`config.mk`:
```
export PLATFORM = sky130hd
export DESIGN_NAME = tx_bd_engine
export DESIGN_NICKNAME = d
export VERILOG_FILES = /design/src/rtl/tbd_pkg.sv /design/src/rtl/tbd_desc_mem.sv /design/src/rtl/tbd_ring_ctrl.sv /design/src/rtl/tbd_evt.sv /design/src/rtl/tx_bd_engine.sv
export SDC_FILE = /design/constraint.sdc
export NUM_CORES = 1
export LEC_CHECK = 0
export CELL_PAD_IN_SITES_DETAIL_PLACEMENT = 0
export CELL_PAD_IN_SITES_GLOBAL_PLACEMENT = 1
export CORE_MARGIN = 2
export CORE_UTILIZATION = 41
export CTS_CLUSTER_SIZE = 20
export DETAILED_ROUTE_END_ITERATION = 10
export DONT_BUFFER_PORTS = 1
export PLACE_DENSITY_LB_ADDON = 0.3
export SYNTH_ARGS = -nofsm -noshare
export SYNTH_HDL_FRONTEND = slang
export SYNTH_HIERARCHICAL = 1
export SYNTH_SLANG_ARGS = --single-unit
```
`constraint.sdc`:
```
create_clock -name clk -period 3.7 [get_ports clk]
set_input_delay 0.37 -clock clk [delete_from_list [all_inputs] [get_ports clk]]
set_output_delay 0.37 -clock clk [all_outputs]
set_load 0.02 [all_outputs]
```
`src/rtl/tbd_pkg.sv`:
```
package tbd_pkg;

    localparam int ST_W  = 16;
    localparam int LEN_W = 16;
    localparam int PTR_W = 32;

    localparam int BIT_READY = 15;
    localparam int BIT_WRAP  = 13;
    localparam int BIT_INTR  = 12;
    localparam int BIT_LAST  = 11;
    localparam int BIT_CRC   = 10;

    typedef struct packed {
        logic [ST_W-1:0]  status;
        logic [LEN_W-1:0] length;
        logic [PTR_W-1:0] ptr;
    } desc_t;

    typedef enum logic [1:0] {
        ENG_HALT  = 2'd0,
        ENG_FETCH = 2'd1,
        ENG_SEND  = 2'd2
    } eng_state_e;

    // status after completion: ready cleared, error field replaced
    function automatic logic [ST_W-1:0] retire_status(
        input logic [ST_W-1:0] st,
        input logic [ST_W-1:0] err,
        input logic [ST_W-1:0] err_mask
    );
        logic [ST_W-1:0] r;
        r = st & ~err_mask;
        r[BIT_READY] = 1'b0;
        return r | (err & err_mask);
    endfunction

    function automatic desc_t init_desc(input logic is_final);
        desc_t d;
        d = '0;
        d.status[BIT_WRAP] = is_final;
        return d;
    endfunction

endpackage

```
`src/rtl/tbd_desc_mem.sv`:
```
module tbd_desc_mem
    import tbd_pkg::*;
#(
    parameter int NUM_DESC = 8,
    parameter int IDX_W    = 3
) (
    input  logic             clk,
    input  logic             rst,
    input  logic             host_we,
    input  logic [IDX_W-1:0] host_widx,
    input  desc_t            host_wdesc,
    input  logic             eng_we,
    input  logic [IDX_W-1:0] eng_widx,
    input  logic [ST_W-1:0]  eng_wstatus,
    input  logic [IDX_W-1:0] host_ridx,
    output desc_t            host_rdesc,
    input  logic [IDX_W-1:0] eng_ridx,
    output desc_t            eng_rdesc
);

    desc_t entries [NUM_DESC];

    for (genvar g = 0; g < NUM_DESC; g++) begin : g_entry
        localparam logic [IDX_W-1:0] MY_IDX = IDX_W'(g);
        localparam logic IS_FINAL = (g == NUM_DESC - 1);
        desc_t entry_q;

        always_ff @(posedge clk) begin
            if (rst) begin
                entry_q <= init_desc(IS_FINAL);
            end else if (eng_we && eng_widx == MY_IDX) begin
                entry_q.status <= eng_wstatus;
            end else if (host_we && host_widx == MY_IDX) begin
                entry_q <= host_wdesc;
            end
        end

        assign entries[g] = entry_q;
    end

    assign host_rdesc = entries[host_ridx];
    assign eng_rdesc  = entries[eng_ridx];

endmodule

```
`src/rtl/tbd_ring_ctrl.sv`:
```
module tbd_ring_ctrl
    import tbd_pkg::*;
#(
    parameter int NUM_DESC = 8,
    parameter int IDX_W    = 3,
    parameter int ERR_W    = 4
) (
    input  logic             clk,
    input  logic             rst,
    input  logic             halt_clr,
    input  desc_t            rd_desc,
    output logic [IDX_W-1:0] idx,
    output logic             halted,
    output logic             snd_req,
    output logic [PTR_W-1:0] snd_ptr,
    output logic [LEN_W-1:0] snd_len,
    output logic             snd_crc,
    output logic             snd_last,
    input  logic             snd_ack,
    input  logic [ERR_W-1:0] snd_err,
    output logic             wb_en,
    output logic [ST_W-1:0]  wb_status,
    output logic             done_intr,
    output logic             cur_wrap
);

    localparam logic [IDX_W-1:0] LAST_IDX = IDX_W'(NUM_DESC - 1);
    localparam logic [ST_W-1:0]  ERR_MASK = ST_W'((1 << ERR_W) - 1);

    eng_state_e       state_q;
    logic [IDX_W-1:0] idx_q;
    desc_t            held_q;
    logic [IDX_W-1:0] idx_next;

    always_comb begin
        if (held_q.status[BIT_WRAP] || idx_q == LAST_IDX) begin
            idx_next = '0;
        end else begin
            idx_next = idx_q + 1'b1;
        end
    end

    always_ff @(posedge clk) begin
        if (rst) begin
            state_q <= ENG_HALT;
            idx_q   <= '0;
            held_q  <= '0;
        end else begin
            case (state_q)
                ENG_HALT: begin
                    if (halt_clr) state_q <= ENG_FETCH;
                end
                ENG_FETCH: begin
                    if (rd_desc.status[BIT_READY]) begin
                        held_q  <= rd_desc;
                        state_q <= ENG_SEND;
                    end else begin
                        state_q <= ENG_HALT;
                    end
                end
                ENG_SEND: begin
                    if (snd_ack) begin
                        idx_q   <= idx_next;
                        state_q <= ENG_FETCH;
                    end
                end
                default: state_q <= ENG_HALT;
            endcase
        end
    end

    assign idx       = idx_q;
    assign halted    = (state_q == ENG_HALT);
    assign snd_req   = (state_q == ENG_SEND);
    assign snd_ptr   = held_q.ptr;
    assign snd_len   = held_q.length;
    assign snd_crc   = held_q.status[BIT_CRC];
    assign snd_last  = held_q.status[BIT_LAST];
    assign wb_en     = snd_req && snd_ack;
    assign wb_status = retire_status(held_q.status, ST_W'(snd_err), ERR_MASK);
    assign done_intr = wb_en && held_q.status[BIT_INTR];
    assign cur_wrap  = held_q.status[BIT_WRAP];

endmodule

```
`src/rtl/tbd_evt.sv`:
```
module tbd_evt (
    input  logic clk,
    input  logic rst,
    input  logic set_i,
    input  logic clr_i,
    output logic flag_o
);

    logic flag_q;

    always_ff @(posedge clk) begin
        if (rst) begin
            flag_q <= 1'b0;
        end else if (set_i) begin
            flag_q <= 1'b1;
        end else if (clr_i) begin
            flag_q <= 1'b0;
        end
    end

    assign flag_o = flag_q;

endmodule

```
`src/rtl/tx_bd_engine.sv`:
```
module tx_bd_engine
    import tbd_pkg::*;
#(
    parameter  int NUM_DESC = 8,
    parameter  int ERR_W    = 4,
    localparam int IDX_W    = (NUM_DESC > 1) ? $clog2(NUM_DESC) : 1
) (
    input  logic             clk,
    input  logic             rst,
    input  logic             dsc_wr_en,
    input  logic [IDX_W-1:0] dsc_wr_idx,
    input  logic [15:0]      dsc_wr_status,
    input  logic [15:0]      dsc_wr_length,
    input  logic [31:0]      dsc_wr_ptr,
    input  logic [IDX_W-1:0] dsc_rd_idx,
    output logic [15:0]      dsc_rd_status,
    output logic [15:0]      dsc_rd_length,
    output logic [31:0]      dsc_rd_ptr,
    input  logic             halt_clr,
    output logic             halted,
    output logic [IDX_W-1:0] cur_idx,
    output logic             frame_evt,
    input  logic             evt_clr,
    output logic             snd_req,
    output logic [31:0]      snd_ptr,
    output logic [15:0]      snd_len,
    output logic             snd_crc,
    output logic             snd_last,
    input  logic             snd_ack,
    input  logic [ERR_W-1:0] snd_err
);

    desc_t            host_wdesc;
    desc_t            host_rdesc;
    desc_t            eng_rdesc;
    logic             wb_en;
    logic [ST_W-1:0]  wb_status;
    logic             done_intr;
    logic             cur_wrap;

    assign host_wdesc = '{status: dsc_wr_status, length: dsc_wr_length, ptr: dsc_wr_ptr};

    tbd_desc_mem #(
        .NUM_DESC (NUM_DESC),
        .IDX_W    (IDX_W)
    ) u_mem (
        .clk         (clk),
        .rst         (rst),
        .host_we     (dsc_wr_en),
        .host_widx   (dsc_wr_idx),
        .host_wdesc  (host_wdesc),
        .eng_we      (wb_en),
        .eng_widx    (cur_idx),
        .eng_wstatus (wb_status),
        .host_ridx   (dsc_rd_idx),
        .host_rdesc  (host_rdesc),
        .eng_ridx    (cur_idx),
        .eng_rdesc   (eng_rdesc)
    );

    tbd_ring_ctrl #(
        .NUM_DESC (NUM_DESC),
        .IDX_W    (IDX_W),
        .ERR_W    (ERR_W)
    ) u_ctrl (
        .clk       (clk),
        .rst       (rst),
        .halt_clr  (halt_clr),
        .rd_desc   (eng_rdesc),
        .idx       (cur_idx),
        .halted    (halted),
        .snd_req   (snd_req),
        .snd_ptr   (snd_ptr),
        .snd_len   (snd_len),
        .snd_crc   (snd_crc),
        .snd_last  (snd_last),
        .snd_ack   (snd_ack),
        .snd_err   (snd_err),
        .wb_en     (wb_en),
        .wb_status (wb_status),
        .done_intr (done_intr),
        .cur_wrap  (cur_wrap)
    );

    tbd_evt u_evt (
        .clk    (clk),
        .rst    (rst),
        .set_i  (done_intr),
        .clr_i  (evt_clr),
        .flag_o (frame_evt)
    );

    assign dsc_rd_status = host_rdesc.status;
    assign dsc_rd_length = host_rdesc.length;
    assign dsc_rd_ptr    = host_rdesc.ptr;

endmodule

```
Yosys cells after proc, flatten, opt, wreduce, memory -nomap -nowiden
Cells that the tools add are included.

Output and inout port bits: 120. Logic and storage cells: 133. Memory bits (writable): 0. Memories kept: 0. Memory bits (read-only): 0. Latch bits: 0. Bits of input ports: 80. Register bits: 581.

Multiply operators: 0. Reduce and logical (&&, ||, !) cells: 42. Shift operators: 0. Mux-type cells: 29. Equal/unequal tests: 18. Divide/modulo/power cells: 0. Magnitude comparators: 2. Bitwise operators: 11. $add $sub $neg: 1.

Operator list (number): $mux 64 (12); $bmux 64 s3 (2); $mux 16 (8); $eq 3x3->1 const B (8); $reduce_and 2->1 (11); $logic_and 1x1->1 (18); $reduce_bool 2->1 (9); $or 15x4->15 (1); $eq 3x2->1 const B (4); $ge 4x4->1 const B (2); $not 1->1 (8); $not 3->4 (2); $eq 3x1->1 const B (2); $logic_not 3->1 (2); $mux 2 (3); $pmux 2 s3 (1); $ne 2x2->1 const B (2); $add 3x1->3 const B (1); $mux 3 (1); $eq 2x1->1 const B (1); $eq 2x2->1 const B (1); $logic_not 2->1 (1); $mux 1 (2); $logic_or 1x1->1 (1).

Logic depth before layout (Yosys ltp)
Depth in word-level cells: 6. Gate-level depth with buffers: 8. Mapped depth without buffers: 5.

Modules after synthesis
The synthesis kept the hierarchy.

By module, submodules not included: tbd_desc_mem (cells each 3024, area an instance 28084.4 µm², sequential area each 10249.8 µm², instances 1); tbd_ring_ctrl (cells each 292, area an instance 3006.6 µm², sequential area each 1281.2 µm², instances 1); tbd_evt (cells each 4, area an instance 38.8 µm², sequential area each 20.0 µm², instances 1).

Worst setup path after synthesis
No wires, ideal clock.

Path type: register to register. Start: reg u_ctrl.idx_q[1] (netlist: u_ctrl/idx[1]). End: reg u_ctrl.state_q[1]. Path buffers: 4. Required time: 3.585 ns. Setup slack: 1.323 ns. Stages on the path, launching flop included: 9. Clock period less this slack: 2.377 ns. Arrival time: 2.262 ns. Library setup time: 0.115 ns. Path through: dfxtp_1 -> buf_2 -> buf_2 -> mux4_2 -> mux2_2 -> and3b_1 -> buf_2 -> buf_6 -> o21ba_1.

RTL lines: from (decl) (line tbd_ring_ctrl.sv:31) `logic [IDX_W-1:0] idx_q;`; from (signal assigned) (line tbd_ring_ctrl.sv:63) `idx_q <= idx_next;`; to (signal assigned) (line tbd_ring_ctrl.sv:45) `state_q <= ENG_HALT;`; to (signal assigned) (line tbd_ring_ctrl.sv:51) `if (halt_clr) state_q <= ENG_FETCH;`; to (signal assigned) (line tbd_ring_ctrl.sv:56) `state_q <= ENG_SEND;`; to (decl) (line tbd_ring_ctrl.sv:30) `eng_state_e state_q;`.

Worst setup path after layout
Start: reg u_ctrl.state_q[0]. End: reg u_mem.g_entry[0].entry_q, in the netlist u_mem/entries[470].

Longest elaborated chain between the ends: 5.

Ends and longest elaborated chain: $eq 2x2->1 (line tbd_ring_ctrl.sv:74) `assign snd_req = (state_q == ENG_SEND);`; $logic_and 1x1->1 (line tbd_ring_ctrl.sv:79) `assign wb_en = snd_req && snd_ack;`; named net wb_en (line tx_bd_engine.sv:36) `logic wb_en;`; $logic_and 1x1->1 (line tbd_desc_mem.sv:31) `end else if (eng_we && eng_widx == MY_IDX) begin`; $not 1->1 (no source line); $reduce_and 2->1 (no source line); to (signal assigned) (line tbd_desc_mem.sv:30) `entry_q <= init_desc(IS_FINAL);`; to (signal assigned) (line tbd_desc_mem.sv:34) `entry_q <= host_wdesc;`; to (decl) (line tbd_desc_mem.sv:26) `desc_t entry_q;`.

The timed path passes the listed nets, and every way through them passes these cells. A chain may end at the register's enable or synchronous reset.

==> results.toml <==
[worst_setup_path]
r2r_cells = 7
slowest_delay_ns = 0.93
rr_endpoint = "u_mem/entries[470]"
cp_slowest_cell = "or4b_4"
cp_max_fo = 50
endpoint = "u_mem/entries[470]"
reg2reg_from = "u_ctrl/state_q[0]"
startpoint = "u_ctrl/state_q[0]"
arrival_ns = 3.99
path_class = "reg2reg"
required_ns = 4.19
path_cells = "nand3b_1 > inv_1 > or4b_4 > buf_4 > nand3_1 > a21oi_1 > dlygate4sd3_1"
reg2reg_slack_ns = 0.20
end_kind = "flip-flop"
start_kind = "flip-flop"

[detailed_routing]
viasPerCell = 6.59
ant_nets = 0
vias = 29000
wl_per_cell_um = 28.7
routed_wirelength_um = 126000
drc = 0
first_iter_violations = 3621
drt-pass1-iter-count = 6

[timing]
fin_skew_ns = 0.0343
setup_tns_ns = 0
setup_violations = 0
period_share_pct = 94.5
tightestPinTransition_ns = 1.28
timing.fmax_ghz = 0.286
slew_headroom_pct = 14.6
rsz0062_at_grt = "false"
hold_viol_final = 0
post-route-min-period_ns = 3.50
drv_slew = 0

[grt]
grt_max_degree = 461
grt_pass1_vias = 29300
antenna_found_initial = 10
overflow = 0
globalRouteTotalUtil_pct = 31.8
grt_first_pass_wirelength_um = 188000

[clock_network]
cts_setup_buffers = 0
cts_resized = 0
htree_levels = 3
cts_sinks = 577
postCtsHoldBufs = 410
clock_path_buffers = 3
clkTransAtPathRegs_ns = 0.06
clk_latency_ns = 0.61
cts-buffers-inserted = 69
cts_tree = "built"
root_buffer = "clkbuf_16"

[floorplan]
rows = 100
die_w_um = 279
die_h_um = 279
core_um2 = 74600
start_util_pct = 41.4
die-area_um2 = 77600
pin_count = 200

[synthesis]
ys_warn_count = 6
syn-mean-instance-area_um2 = 9.34
synthesis.area_um2 = 30900
syn_nets = 3390
synthCells = 3308

[power]
power.total_uw = 14000
irDropWorstVdd_v = 0.000226
switching_share_pct = 24.1
p_clk_share_pct = 47.4
p_int_uw = 10600
p_sw_uw = 3360
p_comb_share_pct = 6.8
pwr-share-seq_pct = 45.9
power_density_nw_per_um2 = 377
power.leakage_uw = 0.0129

[placed_design]
place_hpwl_um = 61400
io_buffers = 0
gp_congestion = 0.765
place_area_um2 = 30800

[layout]
layout-drive-gt1-share_pct = 16.8
utilization_pct = 49.7
nFillCells = 6728
nets = 3467
layout-area-overhead-vs-synth_pct = 20.0
design_area_um2 = 37100

[run]
maxCapViolations = 0

[hold_path]
worstHoldPathType = "in2reg"

[status]
outcome = "finished clean"
## power groups by stage
stage                     clock, µW  sequential (µW)  combinational [µW]
after global routing           6950             6420                 986
after detailed placement          0             6550                 610
after CTS                      6670             6410                 913
after floorplan                   0             6520                 721
final                          6630             6410                 945
after global placement            0             6540                 599
## layout make-up
type / instances / area, µm² / area share [%]
Antenna cell: 2 / 5.00 / 0.0135
Sequential cell: 577 / 11600 / 31.2
Tap cell: 969 / 1210 / 3.27
Timing Repair Buffer: 466 / 4740 / 12.8
Multi-Input combinational cell: 2269 / 17400 / 47.0
Clock inverter: 16 / 111 / 0.300
Clock buffer: 101 / 2020 / 5.45
Inverter: 2 / 7.51 / 0.0202
## routing by layer
layer | GRT usage [%] | wire, µm
met2 | 50.6 | 58000
met1 | 41.6 | 49000
met5 | 0 | 75
met3 | 8.08 | 14800
met4 | 12.6 | 4480
## worst max-delay path: cells and delay by family, from the launching register on
family / cells / cell delay (ns)
and+or+nand+nor: 3 / 1.34
DFF: 1 / 0.35
buffers and inverters: 3 / 1.58
AOI/OAI and AO/OA: 1 / 0.07
## worst min-delay path by stage
stage,from,end,cells after the start
floorplan,rst,u_evt/flag_o,1
global placement,u_mem/entries[306],u_mem/entries[306],2
detailed placement,u_mem/entries[307],u_mem/entries[307],2
CTS,rst,u_ctrl/snd_ptr[1],2
global route,rst,u_ctrl/snd_ptr[4],2
finish,rst,u_ctrl/snd_ptr[4],2
## per-stage QoR
stage / hold WS (ns) / worst slack (ns) / std cells
4_1_cts: 0.00278 / 0.352 / 4400
6_report: 0.0541 / 0.203 / 4402
3_5_place_dp: 0.467 / 0.917 / 3873
3_3_place_gp: 0.465 / 0.928 / 3873
5_1_grt: 0.0443 / 0.181 / 4400
2_1_floorplan: 0.432 / 1.32 / 3308
## layout by cell type, fill, tap and decap left out, types with 3 or more instances in the layout
| cell | count |
|---|---|
| o21ai_0 | 384 |
| nand2b_1 | 122 |
| mux2i_1 | 63 |
| and4bb_4 | 3 |
| clkinv_2 | 13 |
| a311oi_1 | 111 |
| mux4_2 | 248 |
| nor2_1 | 129 |
| mux2_2 | 124 |
| and4b_2 | 5 |
| nand3_1 | 384 |
| nand4b_1 | 5 |
| dfxtp_1 | 574 |
| clkbuf_1 | 17 |
| buf_12 | 16 |
| clkbuf_16 | 71 |
| clkbuf_8 | 13 |
| dfxtp_4 | 3 |
| a311oi_2 | 16 |
| dlygate4sd3_1 | 409 |
| buf_4 | 40 |
| nand2_1 | 256 |
| nand4bb_4 | 6 |
| and4bb_2 | 3 |
| a21oi_1 | 384 |
## sequential cells by signal, indices dropped and copies added, names as in the netlist
| name | cells |
|---|---|
| u_ctrl/cur_wrap | 1 |
| u_ctrl/held_q | 8 |
| u_ctrl/idx | 3 |
| u_ctrl/snd_crc | 1 |
| u_ctrl/snd_last | 1 |
| u_ctrl/snd_len | 16 |
| u_ctrl/snd_ptr | 32 |
| u_ctrl/state_q | 2 |
| u_evt/flag_o | 1 |
| u_mem/entries | 512 |
Power figures use the tool's default switching activity.
